<file path="src/rtl/sb_pkg.sv">
package sb_pkg;
  localparam int DW     = 32;
  localparam int PORT_W = 8;
  localparam int OFS_W  = 8;
  localparam int BE_W   = DW / 8;

  localparam logic [7:0] OP_READ  = 8'hD0;
  localparam logic [7:0] OP_WRITE = 8'hE0;

  typedef struct packed {
    logic [7:0]        op;
    logic [PORT_W-1:0] port;
    logic [OFS_W-1:0]  ofs;
    logic [BE_W-1:0]   be;
    logic [3:0]        rsvd;
  } cmd_t;
endpackage

</file>
<file path="src/rtl/sb_host_regs.sv">
module sb_host_regs
  import sb_pkg::*;
#(
  parameter int          CFG_AW   = 8,
  parameter logic [7:0]  CTL_ADDR = 8'hD0,
  parameter logic [7:0]  DAT_ADDR = 8'hD4
) (
  input  logic              clk_i,
  input  logic              rst_ni,
  input  logic              cfg_wr_i,
  input  logic [CFG_AW-1:0] cfg_addr_i,
  input  logic [DW-1:0]     cfg_wdata_i,
  output logic [DW-1:0]     cfg_rdata_o,
  input  logic              busy_i,
  input  logic              upd_i,
  input  logic [DW-1:0]     upd_data_i,
  output logic              start_o,
  output cmd_t              cmd_o,
  output logic [DW-1:0]     data_o,
  output logic              err_o
);
  logic          ctl_hit, dat_hit;
  cmd_t          ctl_q;
  logic [DW-1:0] data_q;
  logic          err_q;

  assign ctl_hit = cfg_wr_i && (cfg_addr_i == CFG_AW'(CTL_ADDR));
  assign dat_hit = cfg_wr_i && (cfg_addr_i == CFG_AW'(DAT_ADDR));
  assign start_o = ctl_hit && !busy_i;

  always_comb begin
    cmd_o      = cmd_t'(cfg_wdata_i);
    cmd_o.rsvd = '0;
  end

  always_ff @(posedge clk_i or negedge rst_ni) begin
    if (!rst_ni) begin
      ctl_q  <= '0;
      data_q <= '0;
      err_q  <= 1'b0;
    end else begin
      if (start_o) ctl_q <= cmd_o;
      if (ctl_hit && busy_i) err_q <= 1'b1;
      // completion result wins over a same-cycle host write
      if (upd_i)        data_q <= upd_data_i;
      else if (dat_hit) data_q <= cfg_wdata_i;
    end
  end

  always_comb begin
    if (cfg_addr_i == CFG_AW'(CTL_ADDR))      cfg_rdata_o = ctl_q;
    else if (cfg_addr_i == CFG_AW'(DAT_ADDR)) cfg_rdata_o = data_q;
    else                                      cfg_rdata_o = '0;
  end

  assign data_o = data_q;
  assign err_o  = err_q;

  AST_DROP_SETS_ERR: assert property (@(posedge clk_i) disable iff (!rst_ni)
    (ctl_hit && busy_i) |=> err_o) else $error("drop without error");
  AST_DROP_KEEPS_CMD: assert property (@(posedge clk_i) disable iff (!rst_ni)
    (ctl_hit && busy_i) |=> $stable(ctl_q)) else $error("dropped cmd stored");
  AST_ERR_STICKY: assert property (@(posedge clk_i) disable iff (!rst_ni)
    err_o |=> err_o) else $error("error flag cleared");
  AST_RSVD_ZERO: assert property (@(posedge clk_i) disable iff (!rst_ni)
    (cfg_addr_i == CFG_AW'(CTL_ADDR)) |-> (cfg_rdata_o[3:0] == 4'h0)) else $error("rsvd bits");
endmodule

</file>
<file path="src/rtl/sb_seq.sv">
module sb_seq
  import sb_pkg::*;
#(
  parameter logic [(1<<PORT_W)-1:0] PORT_PRESENT = 'h8
) (
  input  logic              clk_i,
  input  logic              rst_ni,
  input  logic              start_i,
  input  cmd_t              cmd_i,
  input  logic [DW-1:0]     data_i,
  input  logic              rsp_valid_i,
  input  logic [DW-1:0]     rsp_rdata_i,
  output logic              busy_o,
  output logic              req_valid_o,
  output logic              req_write_o,
  output logic [PORT_W-1:0] req_port_o,
  output logic [OFS_W-1:0]  req_ofs_o,
  output logic [BE_W-1:0]   req_be_o,
  output logic [DW-1:0]     req_wdata_o,
  output logic              upd_o,
  output logic [DW-1:0]     upd_data_o
);
  typedef enum logic {ST_IDLE, ST_REQ} st_e;
  st_e state_q;

  logic is_rd, is_wr, present, go, skip_wr;

  assign is_rd   = (cmd_i.op == OP_READ);
  assign is_wr   = (cmd_i.op == OP_WRITE);
  assign present = PORT_PRESENT[cmd_i.port];
  assign go      = start_i && (is_rd || is_wr) && present;
  assign skip_wr = is_wr && !present;

  always_ff @(posedge clk_i or negedge rst_ni) begin
    if (!rst_ni) begin
      state_q     <= ST_IDLE;
      req_write_o <= 1'b0;
      req_port_o  <= '0;
      req_ofs_o   <= '0;
      req_be_o    <= '0;
      req_wdata_o <= '0;
    end else begin
      case (state_q)
        ST_IDLE: if (go) begin
          state_q     <= ST_REQ;
          req_write_o <= is_wr;
          req_port_o  <= cmd_i.port;
          req_ofs_o   <= cmd_i.ofs;
          req_be_o    <= is_wr ? cmd_i.be : {BE_W{1'b1}};
          req_wdata_o <= data_i;
        end
        ST_REQ: if (rsp_valid_i) state_q <= ST_IDLE;
        default: state_q <= ST_IDLE;
      endcase
    end
  end

  assign busy_o      = (state_q == ST_REQ);
  assign req_valid_o = busy_o;

  always_comb begin
    upd_o      = 1'b0;
    upd_data_o = '1;
    if (busy_o && rsp_valid_i && !req_write_o) begin
      upd_o      = 1'b1;
      upd_data_o = rsp_rdata_i;
    end else if (start_i && !go && !skip_wr) begin
      upd_o = 1'b1;
    end
  end

  AST_START_WHEN_IDLE: assert property (@(posedge clk_i) disable iff (!rst_ni)
    start_i |-> !busy_o) else $error("start while busy");
  AST_REQ_HOLD: assert property (@(posedge clk_i) disable iff (!rst_ni)
    (req_valid_o && !rsp_valid_i) |=> (req_valid_o && $stable(req_port_o) && $stable(req_ofs_o)
      && $stable(req_be_o) && $stable(req_wdata_o) && $stable(req_write_o))) else $error("req unstable");
  AST_REQ_ENDS: assert property (@(posedge clk_i) disable iff (!rst_ni)
    (req_valid_o && rsp_valid_i) |=> !req_valid_o) else $error("req not ended");
  AST_RD_BE_FULL: assert property (@(posedge clk_i) disable iff (!rst_ni)
    (req_valid_o && !req_write_o) |-> (req_be_o == {BE_W{1'b1}})) else $error("read be");
  AST_PORT_PRESENT: assert property (@(posedge clk_i) disable iff (!rst_ni)
    req_valid_o |-> PORT_PRESENT[req_port_o]) else $error("absent port");
endmodule

</file>
<file path="src/rtl/sb_bridge.sv">
module sb_bridge
  import sb_pkg::*;
#(
  parameter int                      CFG_AW       = 8,
  parameter logic [7:0]              CTL_ADDR     = 8'hD0,
  parameter logic [7:0]              DAT_ADDR     = 8'hD4,
  parameter logic [(1<<PORT_W)-1:0]  PORT_PRESENT = 'h8
) (
  input  logic              clk_i,
  input  logic              rst_ni,
  input  logic              cfg_wr_i,
  input  logic [CFG_AW-1:0] cfg_addr_i,
  input  logic [31:0]       cfg_wdata_i,
  output logic [31:0]       cfg_rdata_o,
  output logic              busy_o,
  output logic              err_o,
  output logic              req_valid_o,
  output logic              req_write_o,
  output logic [7:0]        req_port_o,
  output logic [7:0]        req_offset_o,
  output logic [3:0]        req_be_o,
  output logic [31:0]       req_wdata_o,
  input  logic              rsp_valid_i,
  input  logic [31:0]       rsp_rdata_i
);
  logic          start, upd;
  cmd_t          cmd;
  logic [DW-1:0] data, upd_data;

  sb_host_regs #(
    .CFG_AW(CFG_AW), .CTL_ADDR(CTL_ADDR), .DAT_ADDR(DAT_ADDR)
  ) u_regs (
    .clk_i, .rst_ni, .cfg_wr_i, .cfg_addr_i, .cfg_wdata_i, .cfg_rdata_o,
    .busy_i(busy_o), .upd_i(upd), .upd_data_i(upd_data),
    .start_o(start), .cmd_o(cmd), .data_o(data), .err_o
  );

  sb_seq #(.PORT_PRESENT(PORT_PRESENT)) u_seq (
    .clk_i, .rst_ni, .start_i(start), .cmd_i(cmd), .data_i(data),
    .rsp_valid_i, .rsp_rdata_i, .busy_o, .req_valid_o, .req_write_o,
    .req_port_o, .req_ofs_o(req_offset_o), .req_be_o, .req_wdata_o,
    .upd_o(upd), .upd_data_o(upd_data)
  );
endmodule

</file>
<file path="config.mk">
export PLATFORM = sky130hd
export DESIGN_NAME = sb_bridge
export DESIGN_NICKNAME = d
export VERILOG_FILES = /design/src/rtl/sb_pkg.sv /design/src/rtl/sb_host_regs.sv /design/src/rtl/sb_seq.sv /design/src/rtl/sb_bridge.sv
export SDC_FILE = /design/constraint.sdc
export NUM_CORES = 1
export LEC_CHECK = 0
export ABC_CLOCK_PERIOD_IN_PS = 3900
export BUFFER_PORTS_ARGS = -buffer_cell sky130_fd_sc_hd__buf_2
export CAP_MARGIN = 10
export CORE_UTILIZATION = 35
export DETAILED_ROUTE_END_ITERATION = 6
export GPL_TIMING_DRIVEN = 0
export MAX_ROUTING_LAYER = met4
export PLACE_DENSITY = 0.57
export SYNTH_ARGS = -nofsm -noshare
export SYNTH_HDL_FRONTEND = slang
export SYNTH_HIERARCHICAL = 1
export SYNTH_SLANG_ARGS = --single-unit
export TNS_END_PERCENT = 10
</file>
<file path="constraint.sdc">
create_clock -name clk_i -period 3.9 [get_ports clk_i]
set_input_delay 0.195 -clock clk_i [delete_from_list [all_inputs] [get_ports clk_i]]
set_output_delay 0.195 -clock clk_i [all_outputs]
set_load 0.01 [all_outputs]
</file>
==> results by group <==
Route
  – # DRC: 0
  – Per-cell routed wire length: 19.62 µm
  – Initial detailed-routing violation count: 270
  – DRT Wirelength: 17.93 mm
  – Via count: 4722
  – Antenna Violating Nets Remaining: 0
  – DRT Pass-1 Iters: 4
  – DR vias/cell: 5.166

Clock tree
  – Clock transition at path regs: 50 ps
  – # clock sinks: 115
  – CTS H-Tree Depth: 4
  – Clk_lat worst skew: 410 ps
  – CTS Buf Count: 17
  – Post CTS Setup Buffer Count: 0
  – Max Root-Sink Buffers: 2
  – CTS tree: yes
  – Clock Root Buffer: clkbuf_16

Worst setup path
  – Critical path depth in cells: 9
  – CP Cell Sequence: nor2b_1 > nand3_4 > inv_1 > nand2b_1 > o21ai_0 > clkbuf_1 > clkbuf_1 > a41oi_1 > a21oi_1
  – Worst path buffer plus inverter count: 3
  – R2r endpoint: u_regs/data_o[17]
  – Worst Reg2Reg Path Length in Cells: 9
  – Crit Path Class: flop to flop
  – Crit path DAT: 2960 ps
  – Most used cell, CP: clkbuf_1
  – Critical-path top delay cell: dfrtp_1
  – Worst R2R Start: u_seq/busy_o
  – Worst EP required: between 4000 and 5000 ps
  – Crit path max-delay family: buffers and inverters
  – Max Fanout on Critical Path: 10
  – Critical Path Source Type: flop
  – Crit end category: flop
  – CP peak stage delay: 510 ps
  – R2R Setup Slk: 1270 ps

Timing
  – Period utilization: approximately two thirds
  – Maximum clock rate: 380.7 MHz
  – Worst-Margin Slew: 780.9 ps
  – Setup-failing EPs final: 0
  – Final Hold Fails: 0
  – RSZ-0062 raised after global routing: false
  – Max Slew Vio Count: 0
  – Tmin final: 2627 ps
  – Worst clock skew: 6.042 ps
  – Final worst slack: 1273 ps
  – Rel. slew slack: 47.94%
  – Min Hold Slack: between 50 and 60 ps
  – Setup TNS Final: 0 ps

Power
  – Pint: 2.314 mW
  – Clk pwr share: 50.1%
  – Leakage dissipation: 3.880 nW
  – Sequential share of power: 42.8%
  – Switching share of power: 23.55%
  – Peak supply drop: 0.0002934 V
  – Sw Pwr: 0.7129 mW
  – Pwr Density: 385.4 mW/mm²
  – Logic pwr share: 7.1%

Synthesis
  – Avg Cell Area, Syn: 12.48 µm²
  – Mapped Cells: between 400 and 500
  – Mapped Area: 0.006142 mm²
  – Yosys Warn Count: 6
  – Post-Syn Nets: 568

Global routing
  – Initial antenna violation count: 0
  – Vias in the first global route: 4866
  – Pin count of the biggest net entering global routing: 70
  – GR Util All Layers: approximately 21%
  – Total congestion overflow: 0
  – First-pass GRT wire length: around 28 mm

Floorplan
  – Die H: ~130 µm
  – Total core area: 0.01724 mm²
  – Ports: 164
  – Chip Width: 134.5 µm
  – Std cell rows: 48
  – Die area: 0.01808 mm²
  – Initial Utilization: 35.63%

Cells and area
  – Area growth syn-to-layout: 27.87%
  – Final Util: 45.56%
  – Final nets: 752
  – Post-Layout Cell Count: just over 900
  – Share of post-route cells with drive strength above 1: 53.12%
  – Ant. Diodes: 0

Worst hold path
  – Hold EP: u_regs/ctl_q[31]
  – Worst min path class: input pin to flop
  – Hold Path Origin: cfg_wdata_i[31]
  – Hold Path Cell Cnt: 2

Place
  – Final Wtd Congestion: about 0.79
  – DP Cell Count: between 800 and 900
  – Pre-CTS setup slack: 1183 ps
  – DP HPWL: 12.76 mm
  – PortBufs: 162

Flow run
  – Max_cap viols: 0

Run status
  – Status: finished, final reports clean
[area by class of cell]
cell class                      instances  area [µm²]
Tap cell                              225       281.5
Multi-Input combinational cell        300        2706
Timing Repair Buffer                  165       859.6
Fill cell                            1618        9383
Clock inverter                         11       110.1
Buffer                                 73       543.0
Clock buffer                           21       460.4
Sequential cell                       115        2878
Inverter                                4       15.01
[flip-flops by register name, indices dropped and copies added, names as in the netlist]
| signal | count |
|---|---|
| u_regs/data_o | 32 |
| u_seq/req_wdata_o | 32 |
| u_regs/ctl_q | 28 |
| u_seq/req_ofs_o | 8 |
| u_seq/req_port_o | 8 |
| u_seq/req_be_o | 4 |
| u_regs/err_o | 1 |
| u_seq/busy_o | 1 |
| u_seq/req_write_o | 1 |
[power groups by stage]
stage / clock network (mW) / logic, mW / registers, mW
after floorplan: 0 / 0.111 / 1.30
after CTS: 1.55 / 0.217 / 1.29
after global routing: 1.60 / 0.237 / 1.30
final: 1.52 / 0.215 / 1.30
after detailed placement: 0 / 0.215 / 1.31
after global placement: 0 / 0.204 / 1.31
[worst register-to-register path: cells and delay by family (launching register included)]
kind,cells,cell delay [ps]
compound gates,3,470
buf+inv,3,1030
flops,1,510
simple gates,3,530
[stage by stage]
step	instance area (µm²)	total power, mW
floorplan	6142	1.410
global placement	7234	1.516
detailed placement	7273	1.530
CTS	7854	3.059
global route	7854	3.141
finish	7854	3.027
[how the worst max path moves through the flow]
stage	slack, ps	from	endpoint
after global placement	530	cfg_wdata_i[25]	u_regs/data_o[24]
after global routing	1040	u_seq/busy_o	u_regs/data_o[13]
final	1270	u_seq/busy_o	u_regs/data_o[17]
after CTS	1230	u_seq/busy_o	u_regs/data_o[18]
after floorplan	1670	cfg_wdata_i[25]	u_regs/data_o[11]
after detailed placement	1180	cfg_wdata_i[25]	u_regs/data_o[18]
[placed cells by master (no fill, tap or decap), types with 2 or more instances in the layout]
master and instances:
buf_2 166, dfrtp_1 115, mux2_4 47, nor2b_1 39, or2_2 34, a41oi_1 32
a21oi_1 32, buf_4 31, a22o_1 28, mux2_2 25, clkbuf_1 23, o31ai_1 22
clkbuf_16 17, o31ai_2 10, buf_6 9, clkinv_2 7, and3_1 5, inv_1 4
buf_12 4, or4b_1 3, buf_1 3, nand2b_1 3, bufinv_16 2, clkinvlp_4 2
clkbuf_8 2, and4b_1 2, nor4_2 2, buf_8 2, or2b_1 2
[per-layer routing]
metal  track usage [%]  wire length, µm  up-vias
met4             7.803              238        0
met3             3.679              776       16
met5                 -                0        -
met2             33.42             8688      149
li1                  -                -     2160
met1             28.02             8229     2397
[timing repair]
item,in CTS,in global routing
hold buffers,1,0
endpoints found under the hold margin,46,0
setup endpoints to repair,0,0
gates resized for setup,0,0
Note: power is estimated with default switching activity, not from simulation.
